[config.mk]
export PLATFORM = sky130hd
export DESIGN_NAME = bus_cycle_ctrl
export DESIGN_NICKNAME = d
export VERILOG_FILES = /design/src/rtl/bus_pkg.sv /design/src/rtl/bus_phase_gen.sv /design/src/rtl/bus_seq_fsm.sv /design/src/rtl/bus_dpath.sv /design/src/rtl/bus_cycle_ctrl.sv
export SDC_FILE = /design/constraint.sdc
export NUM_CORES = 1
export LEC_CHECK = 0
export ABC_CLOCK_PERIOD_IN_PS = 2100
export BUFFER_PORTS_ARGS = -buffer_cell sky130_fd_sc_hd__buf_4
export CORE_ASPECT_RATIO = 1.4
export CORE_MARGIN = 2
export CORE_UTILIZATION = 52
export DETAILED_ROUTE_END_ITERATION = 10
export GPL_ROUTABILITY_DRIVEN = 0
export PLACE_DENSITY = 0.86
export SYNTH_ARGS = -nofsm -noshare
export SYNTH_HDL_FRONTEND = slang
export SYNTH_SLANG_ARGS = --single-unit
export TNS_END_PERCENT = 5
[constraint.sdc]
create_clock -name clk2 -period 2.1 [get_ports clk2]
set_input_delay 0.105 -clock clk2 [delete_from_list [all_inputs] [get_ports clk2]]
set_output_delay 0.105 -clock clk2 [all_outputs]
set_load 0.02 [all_outputs]
[src/rtl/bus_pkg.sv]
package bus_pkg;

    // Bus state encoding shared by the sequencer, datapath and checker.
    typedef enum logic [1:0] {
        ST_IDLE = 2'd0,
        ST_T1   = 2'd1,
        ST_T2   = 2'd2,
        ST_HOLD = 2'd3
    } bus_state_e;

endpackage

[src/rtl/bus_phase_gen.sv]
// Two-phase tracker: each bus state spans two clocks of the double-rate clock.
module bus_phase_gen (
    input  logic clk2,
    input  logic rst,
    output logic ph2
);

    typedef struct packed {
        logic ph2;
    } phase_reg_t;

    phase_reg_t ph_d, ph_q;

    always_comb begin
        ph_d     = ph_q;
        ph_d.ph2 = ~ph_q.ph2;
        if (rst) begin
            ph_d.ph2 = 1'b0;
        end
    end

    always_ff @(posedge clk2) begin
        ph_q <= ph_d;
    end

    assign ph2 = ph_q.ph2;

endmodule

[src/rtl/bus_seq_fsm.sv]
// Bus state sequencer: idle, first state, later state, hold.
module bus_seq_fsm import bus_pkg::*; (
    input  logic       clk2,
    input  logic       rst,
    input  logic       ph2,
    input  logic       req_valid,
    input  logic       hold_req,
    input  logic       rdy_n,
    input  logic       na_n,
    output bus_state_e st,
    output logic       accept,
    output logic       ack,
    output logic       err
);

    typedef struct packed {
        bus_state_e st;
        logic       err;
    } seq_reg_t;

    seq_reg_t seq_d, seq_q;
    logic     accept_d;
    logic     ack_d;

    always_comb begin
        seq_d    = seq_q;
        accept_d = 1'b0;
        ack_d    = 1'b0;
        if (ph2) begin
            unique case (seq_q.st)
                ST_IDLE: begin
                    if (hold_req) begin
                        seq_d.st = ST_HOLD;
                    end else if (req_valid) begin
                        seq_d.st = ST_T1;
                        accept_d = 1'b1;
                    end
                end
                ST_T1: begin
                    seq_d.st = ST_T2;
                end
                ST_T2: begin
                    if (!rdy_n) begin
                        ack_d = 1'b1;
                        if (hold_req) begin
                            seq_d.st = ST_HOLD;
                        end else if (req_valid) begin
                            seq_d.st = ST_T1;
                            accept_d = 1'b1;
                        end else begin
                            seq_d.st = ST_IDLE;
                        end
                    end else if (!na_n) begin
                        // pipelining requested before the last later state
                        seq_d.err = 1'b1;
                    end
                end
                ST_HOLD: begin
                    if (!hold_req) begin
                        seq_d.st = ST_IDLE;
                    end
                end
                default: begin
                    seq_d.st = ST_IDLE;
                end
            endcase
        end
        if (rst) begin
            seq_d.st  = ST_IDLE;
            seq_d.err = 1'b0;
            accept_d  = 1'b0;
            ack_d     = 1'b0;
        end
    end

    always_ff @(posedge clk2) begin
        seq_q <= seq_d;
    end

    assign st     = seq_q.st;
    assign err    = seq_q.err;
    assign accept = accept_d;
    assign ack    = ack_d;

endmodule

[src/rtl/bus_dpath.sv]
// Request capture, bus drive enables and read return path.
module bus_dpath import bus_pkg::*; #(
    parameter  int ADDR_W = 24,
    parameter  int DATA_W = 16,
    localparam int BE_W   = DATA_W / 8
) (
    input  logic              clk2,
    input  logic              rst,
    input  logic              ph2,
    input  bus_state_e        st,
    input  logic              accept,
    input  logic              ack,
    input  logic              req_write,
    input  logic [ADDR_W-1:1] req_addr,
    input  logic [BE_W-1:0]   req_be,
    input  logic [DATA_W-1:0] req_wdata,
    input  logic [DATA_W-1:0] bus_din,
    output logic [ADDR_W-1:1] bus_addr,
    output logic [BE_W-1:0]   bus_be_n,
    output logic              bus_wr,
    output logic              bus_ads_n,
    output logic              bus_ctl_oe,
    output logic [DATA_W-1:0] bus_dout,
    output logic              bus_dout_oe,
    output logic              hold_ack,
    output logic              rsp_done,
    output logic [DATA_W-1:0] rsp_rdata
);

    typedef struct packed {
        logic [ADDR_W-1:1] addr;
        logic [BE_W-1:0]   be_n;
        logic              wr;
        logic [DATA_W-1:0] wdata;
        logic              tail;
        logic              done;
        logic [DATA_W-1:0] rdata;
    } dp_reg_t;

    dp_reg_t dp_d, dp_q;

    always_comb begin
        dp_d      = dp_q;
        dp_d.done = ack;
        dp_d.tail = ack & dp_q.wr;
        if (ack && !dp_q.wr) begin
            dp_d.rdata = bus_din;
        end
        if (accept) begin
            dp_d.addr  = req_addr;
            dp_d.be_n  = ~req_be;
            dp_d.wr    = req_write;
            dp_d.wdata = req_wdata;
        end
        if (rst) begin
            dp_d.addr  = '0;
            dp_d.be_n  = '1;
            dp_d.wr    = 1'b0;
            dp_d.wdata = '0;
            dp_d.tail  = 1'b0;
            dp_d.done  = 1'b0;
            dp_d.rdata = '0;
        end
    end

    always_ff @(posedge clk2) begin
        dp_q <= dp_d;
    end

    logic t1_late;
    assign t1_late = (st == ST_T1) & ph2;

    assign bus_addr    = dp_q.addr;
    assign bus_be_n    = dp_q.be_n;
    assign bus_wr      = dp_q.wr;
    assign bus_ads_n   = (st != ST_T1);
    assign bus_ctl_oe  = (st != ST_HOLD);
    assign bus_dout    = dp_q.wdata;
    assign bus_dout_oe = (dp_q.wr & (t1_late | (st == ST_T2))) | dp_q.tail;
    assign hold_ack    = (st == ST_HOLD);
    assign rsp_done    = dp_q.done;
    assign rsp_rdata   = dp_q.rdata;

endmodule

[src/rtl/bus_cycle_ctrl.sv]
// Top: non-pipelined external bus cycle controller.
module bus_cycle_ctrl import bus_pkg::*; #(
    parameter  int ADDR_W = 24,
    parameter  int DATA_W = 16,
    localparam int BE_W   = DATA_W / 8
) (
    input  logic              clk2,
    input  logic              rst,
    input  logic              req_valid,
    input  logic              req_write,
    input  logic [ADDR_W-1:1] req_addr,
    input  logic [BE_W-1:0]   req_be,
    input  logic [DATA_W-1:0] req_wdata,
    output logic              req_accept,
    output logic              rsp_done,
    output logic [DATA_W-1:0] rsp_rdata,
    output logic [ADDR_W-1:1] bus_addr,
    output logic [BE_W-1:0]   bus_be_n,
    output logic              bus_wr,
    output logic              bus_ads_n,
    output logic              bus_ctl_oe,
    output logic [DATA_W-1:0] bus_dout,
    output logic              bus_dout_oe,
    input  logic [DATA_W-1:0] bus_din,
    input  logic              bus_rdy_n,
    input  logic              bus_na_n,
    input  logic              hold_req,
    output logic              hold_ack,
    output logic              proto_err
);

    logic       ph2;
    bus_state_e st_q;
    logic       accept;
    logic       ack;

    bus_phase_gen u_phase (
        .clk2 (clk2),
        .rst  (rst),
        .ph2  (ph2)
    );

    bus_seq_fsm u_seq (
        .clk2      (clk2),
        .rst       (rst),
        .ph2       (ph2),
        .req_valid (req_valid),
        .hold_req  (hold_req),
        .rdy_n     (bus_rdy_n),
        .na_n      (bus_na_n),
        .st        (st_q),
        .accept    (accept),
        .ack       (ack),
        .err       (proto_err)
    );

    bus_dpath #(
        .ADDR_W (ADDR_W),
        .DATA_W (DATA_W)
    ) u_dpath (
        .clk2        (clk2),
        .rst         (rst),
        .ph2         (ph2),
        .st          (st_q),
        .accept      (accept),
        .ack         (ack),
        .req_write   (req_write),
        .req_addr    (req_addr),
        .req_be      (req_be),
        .req_wdata   (req_wdata),
        .bus_din     (bus_din),
        .bus_addr    (bus_addr),
        .bus_be_n    (bus_be_n),
        .bus_wr      (bus_wr),
        .bus_ads_n   (bus_ads_n),
        .bus_ctl_oe  (bus_ctl_oe),
        .bus_dout    (bus_dout),
        .bus_dout_oe (bus_dout_oe),
        .hold_ack    (hold_ack),
        .rsp_done    (rsp_done),
        .rsp_rdata   (rsp_rdata)
    );

    assign req_accept = accept;

endmodule

==> results.py <==
metrics = {
    "placement": {
        "io_buffers": 128,
        "dp_hpwl_um": 4523,
        "place_inst": 471,
    },
    "layout": {
        "nNetsFinal": 488,
        "area_growth_pct": 22.68,
        "fin_cells": 499,
        "num_antenna_cells": 0,
        "fin_util_pct": 66.15,
        "regArea_mm2": 0.001281,
        "multi_input_area_mm2": 0.001189,
        "layout-drive-gt1-share_pct": 37.76,
        "fill_cells": 465,
    },
    "yosys": {
        "post-synth-top-count-cell": "nand2_1",
        "yosys-top-cells-count": "nand2_1 (95), dfxtp_1 (64), buf_4 (57), mux2i_1 (42), nand3_1 (16)",
        "synth-main-ff-cell": "dfxtp_1",
        "ys_seq_area_share_pct": 40.52,
        "synth_area_mm2": 0.003162,
        "synth_edf_count": 0,
        "avgSynthCellArea_um2": 9.138,
        "yosysWarnings": 0,
        "yosysTopAreaCell": "dfxtp_1",
        "netlist_top_cells_area": "dfxtp_1 (41%), buf_4 (14%), mux2i_1 (13%)",
        "synth_fp_nets": 410,
        "postSynthCellCount": 346,
        "yosys.cell_types.count": 32,
        "synth_top_area_share_pct": 40.52,
        "ys_ff_latch": 64,
        "async_flop_share_pct": 0,
    },
    "clocking": {
        "cts_tree": "done",
        "numCtsBuffers": 9,
        "cts.root.buffer_cell": "clkbuf_8",
        "clockBufferDepth": 2,
        "clkTransAtPathRegs_ps": 70,
        "htree_num_levels": 3,
        "clk_latency_ps": 320,
        "clock_sinks": 64,
        "cts_resized": 0,
    },
    "sta": {
        "period_needed_ps": 1973,
        "min_period_over_period_pct": 93.94,
        "fin_setup_tns_ps": 0,
        "max_freq_mhz": 506.9,
        "slew_viol_final": 0,
        "rsz0062_at_grt": "no",
        "max_slew_margin_pct": 77.33,
        "worst_pin_slew_ps": 339.6,
        "skew_ps": 6.220,
        "setup_viol": 0,
        "hold_violations": 0,
    },
    "setup_path": {
        "cp.required_ps": 2000,
        "reg2reg_from": "u_phase.ph2$_SDFF_PP0_",
        "r2r-end": "u_dpath.bus_addr[9]$_SDFFE_PP0P_",
        "crit_path_end_kind": "output port",
        "critPathMaxStageDelay_ps": 420,
        "crit_path_cell_trace": "inv_2 > a2111oi_4 > buf_12 > and2_1 > buf_4",
        "cp.arrival_ps": 1870,
        "critical-path-slowest-cell": "dfxtp_1",
        "path_class": "register to output port",
        "crit_path_max_fanout": 43,
        "r2r_slack_ps": 510,
        "r2r_cells": 4,
        "critPathLaunchType": "register",
    },
    "min_path": {
        "min_path_type": "primary input to register",
        "hp-start": "bus_din[8]",
        "hold_end": "u_dpath.rsp_rdata[8]$_SDFFE_PP0P_",
        "hold_depth": 3,
    },
    "detailed_routing": {
        "wirelength_um": 6463,
        "ant_nets": 0,
        "via_per_inst": 4.804,
        "drc": 0,
        "vias": 2397,
        "wl_per_cell_um": 12.95,
        "drt-initial-drc-count": 60,
        "dr.pass1.iters": 4,
    },
    "global_route": {
        "grt_usage_pct": 19.84,
        "grt_pass1_wl_um": 10690,
        "grt_pass1_vias": 2505,
        "grt_overflow_total": 0,
        "antenna_found_initial": 0,
        "grt_max_degree": 44,
    },
    "pwr": {
        "peakVddDrop_mv": 0.4650,
        "power_density_mw_per_mm2": 643.7,
        "power.leakage_uw": 0.001698,
    },
    "die": {
        "dieArea_mm2": 0.006729,
        "coreArea_mm2": 0.005863,
        "die_h_um": 96.27,
        "placementRows": 33,
        "ios": 129,
        "start_util_pct": 53.93,
        "die_x_um": 69.90,
    },
    "run_status": {
        "status": "completed",
    },
    "flow_run": {
        "drv_cap": 0,
    },
}
kinds of logic after synthesis:
group	Yosys count	share of synthesized area, %
AOI/OAI and AO/OA	28	6.648
buffers and inverters	82	21.88
DFF	64	40.52
muxes	42	13.30
and+or+nand+nor	130	17.65
through the flow:
stage / hold WS [ps] / area (um^2) / worst slack [ps] / power [uW]
final: 4.639 / 3879 / 127.2 / 2497
after global routing: 7.785 / 3879 / 6.030 / 2603
after CTS: 1.861 / 3879 / 105.4 / 2526
after detailed placement: 330.9 / 3592 / 473.3 / 1610
after global placement: 317.9 / 3592 / 519.4 / 1602
after floorplan: 192.1 / 3162 / 655.7 / 1505
where the power goes:
group / internal [uW] / switching (uW)
Sequential: 1240 / 23.4
Combinational: 176 / 155
Clock: 458 / 440
worst max path at each step:
stage,from,to,slack (ps),depth (start not counted)
final,u_phase.ph2$_SDFF_PP0_,req_accept,130,5
after global routing,u_phase.ph2$_SDFF_PP0_,req_accept,6,5
after CTS,u_phase.ph2$_SDFF_PP0_,req_accept,110,5
after detailed placement,u_phase.ph2$_SDFF_PP0_,req_accept,470,5
after global placement,u_phase.ph2$_SDFF_PP0_,req_accept,520,5
after floorplan,u_phase.ph2$_SDFF_PP0_,req_accept,660,5
layout by cell type, fill, tap and decap left out, drive strengths merged, types with 2 or more instances in the layout:
cell / count
nand3: 16
nor2: 4
mux2i: 42
clkbuf: 13
dlygate4sd3: 12
clkinv: 2
buf: 132
dfxtp: 64
a21oi: 4
and2: 5
nor2b: 3
nand2b: 2
o21ai: 19
inv: 5
nor3: 2
nand2: 95
sequential cells by signal (all words and copies together), names as in the netlist:
register	flops
u_dpath.bus_addr	23
u_dpath.bus_be_n	2
u_dpath.bus_dout	16
u_dpath.bus_wr	1
u_dpath.dp_q	1
u_dpath.rsp_done	1
u_dpath.rsp_rdata	16
u_phase.ph2	1
u_seq.err	1
u_seq.st	2
critical path: cells and delay by family (launching register included):
| family | cells | cell delay, ps |
|---|---|---|
| flops | 1 | 420 |
| simple gates | 1 | 170 |
| compound gates | 1 | 380 |
| buf+inv | 3 | 560 |
layer usage:
layer / track usage, % / wire [um] / vias up
met5: 0 / 0 / -
met4: 10.74 / 142 / 0
met3: 5.340 / 463 / 14
met2: 38.41 / 3460 / 81
met1: 18.93 / 2397 / 1082
li1: - / - / 1220
final cells by class:
type	instances	area share (%)
sequential	64	33.03
clock inverter	3	0.4516
multi-input combinational	200	30.65
timing repair buffer	144	29.29
clock buffer	13	3.839
inverter	5	0.4839
tap	70	2.258
timing repair:
action,in CTS,in global routing
hold buffers,12,0
endpoints found under the hold margin,12,0
setup buffers,0,0
(Power assumes the default switching activity.)
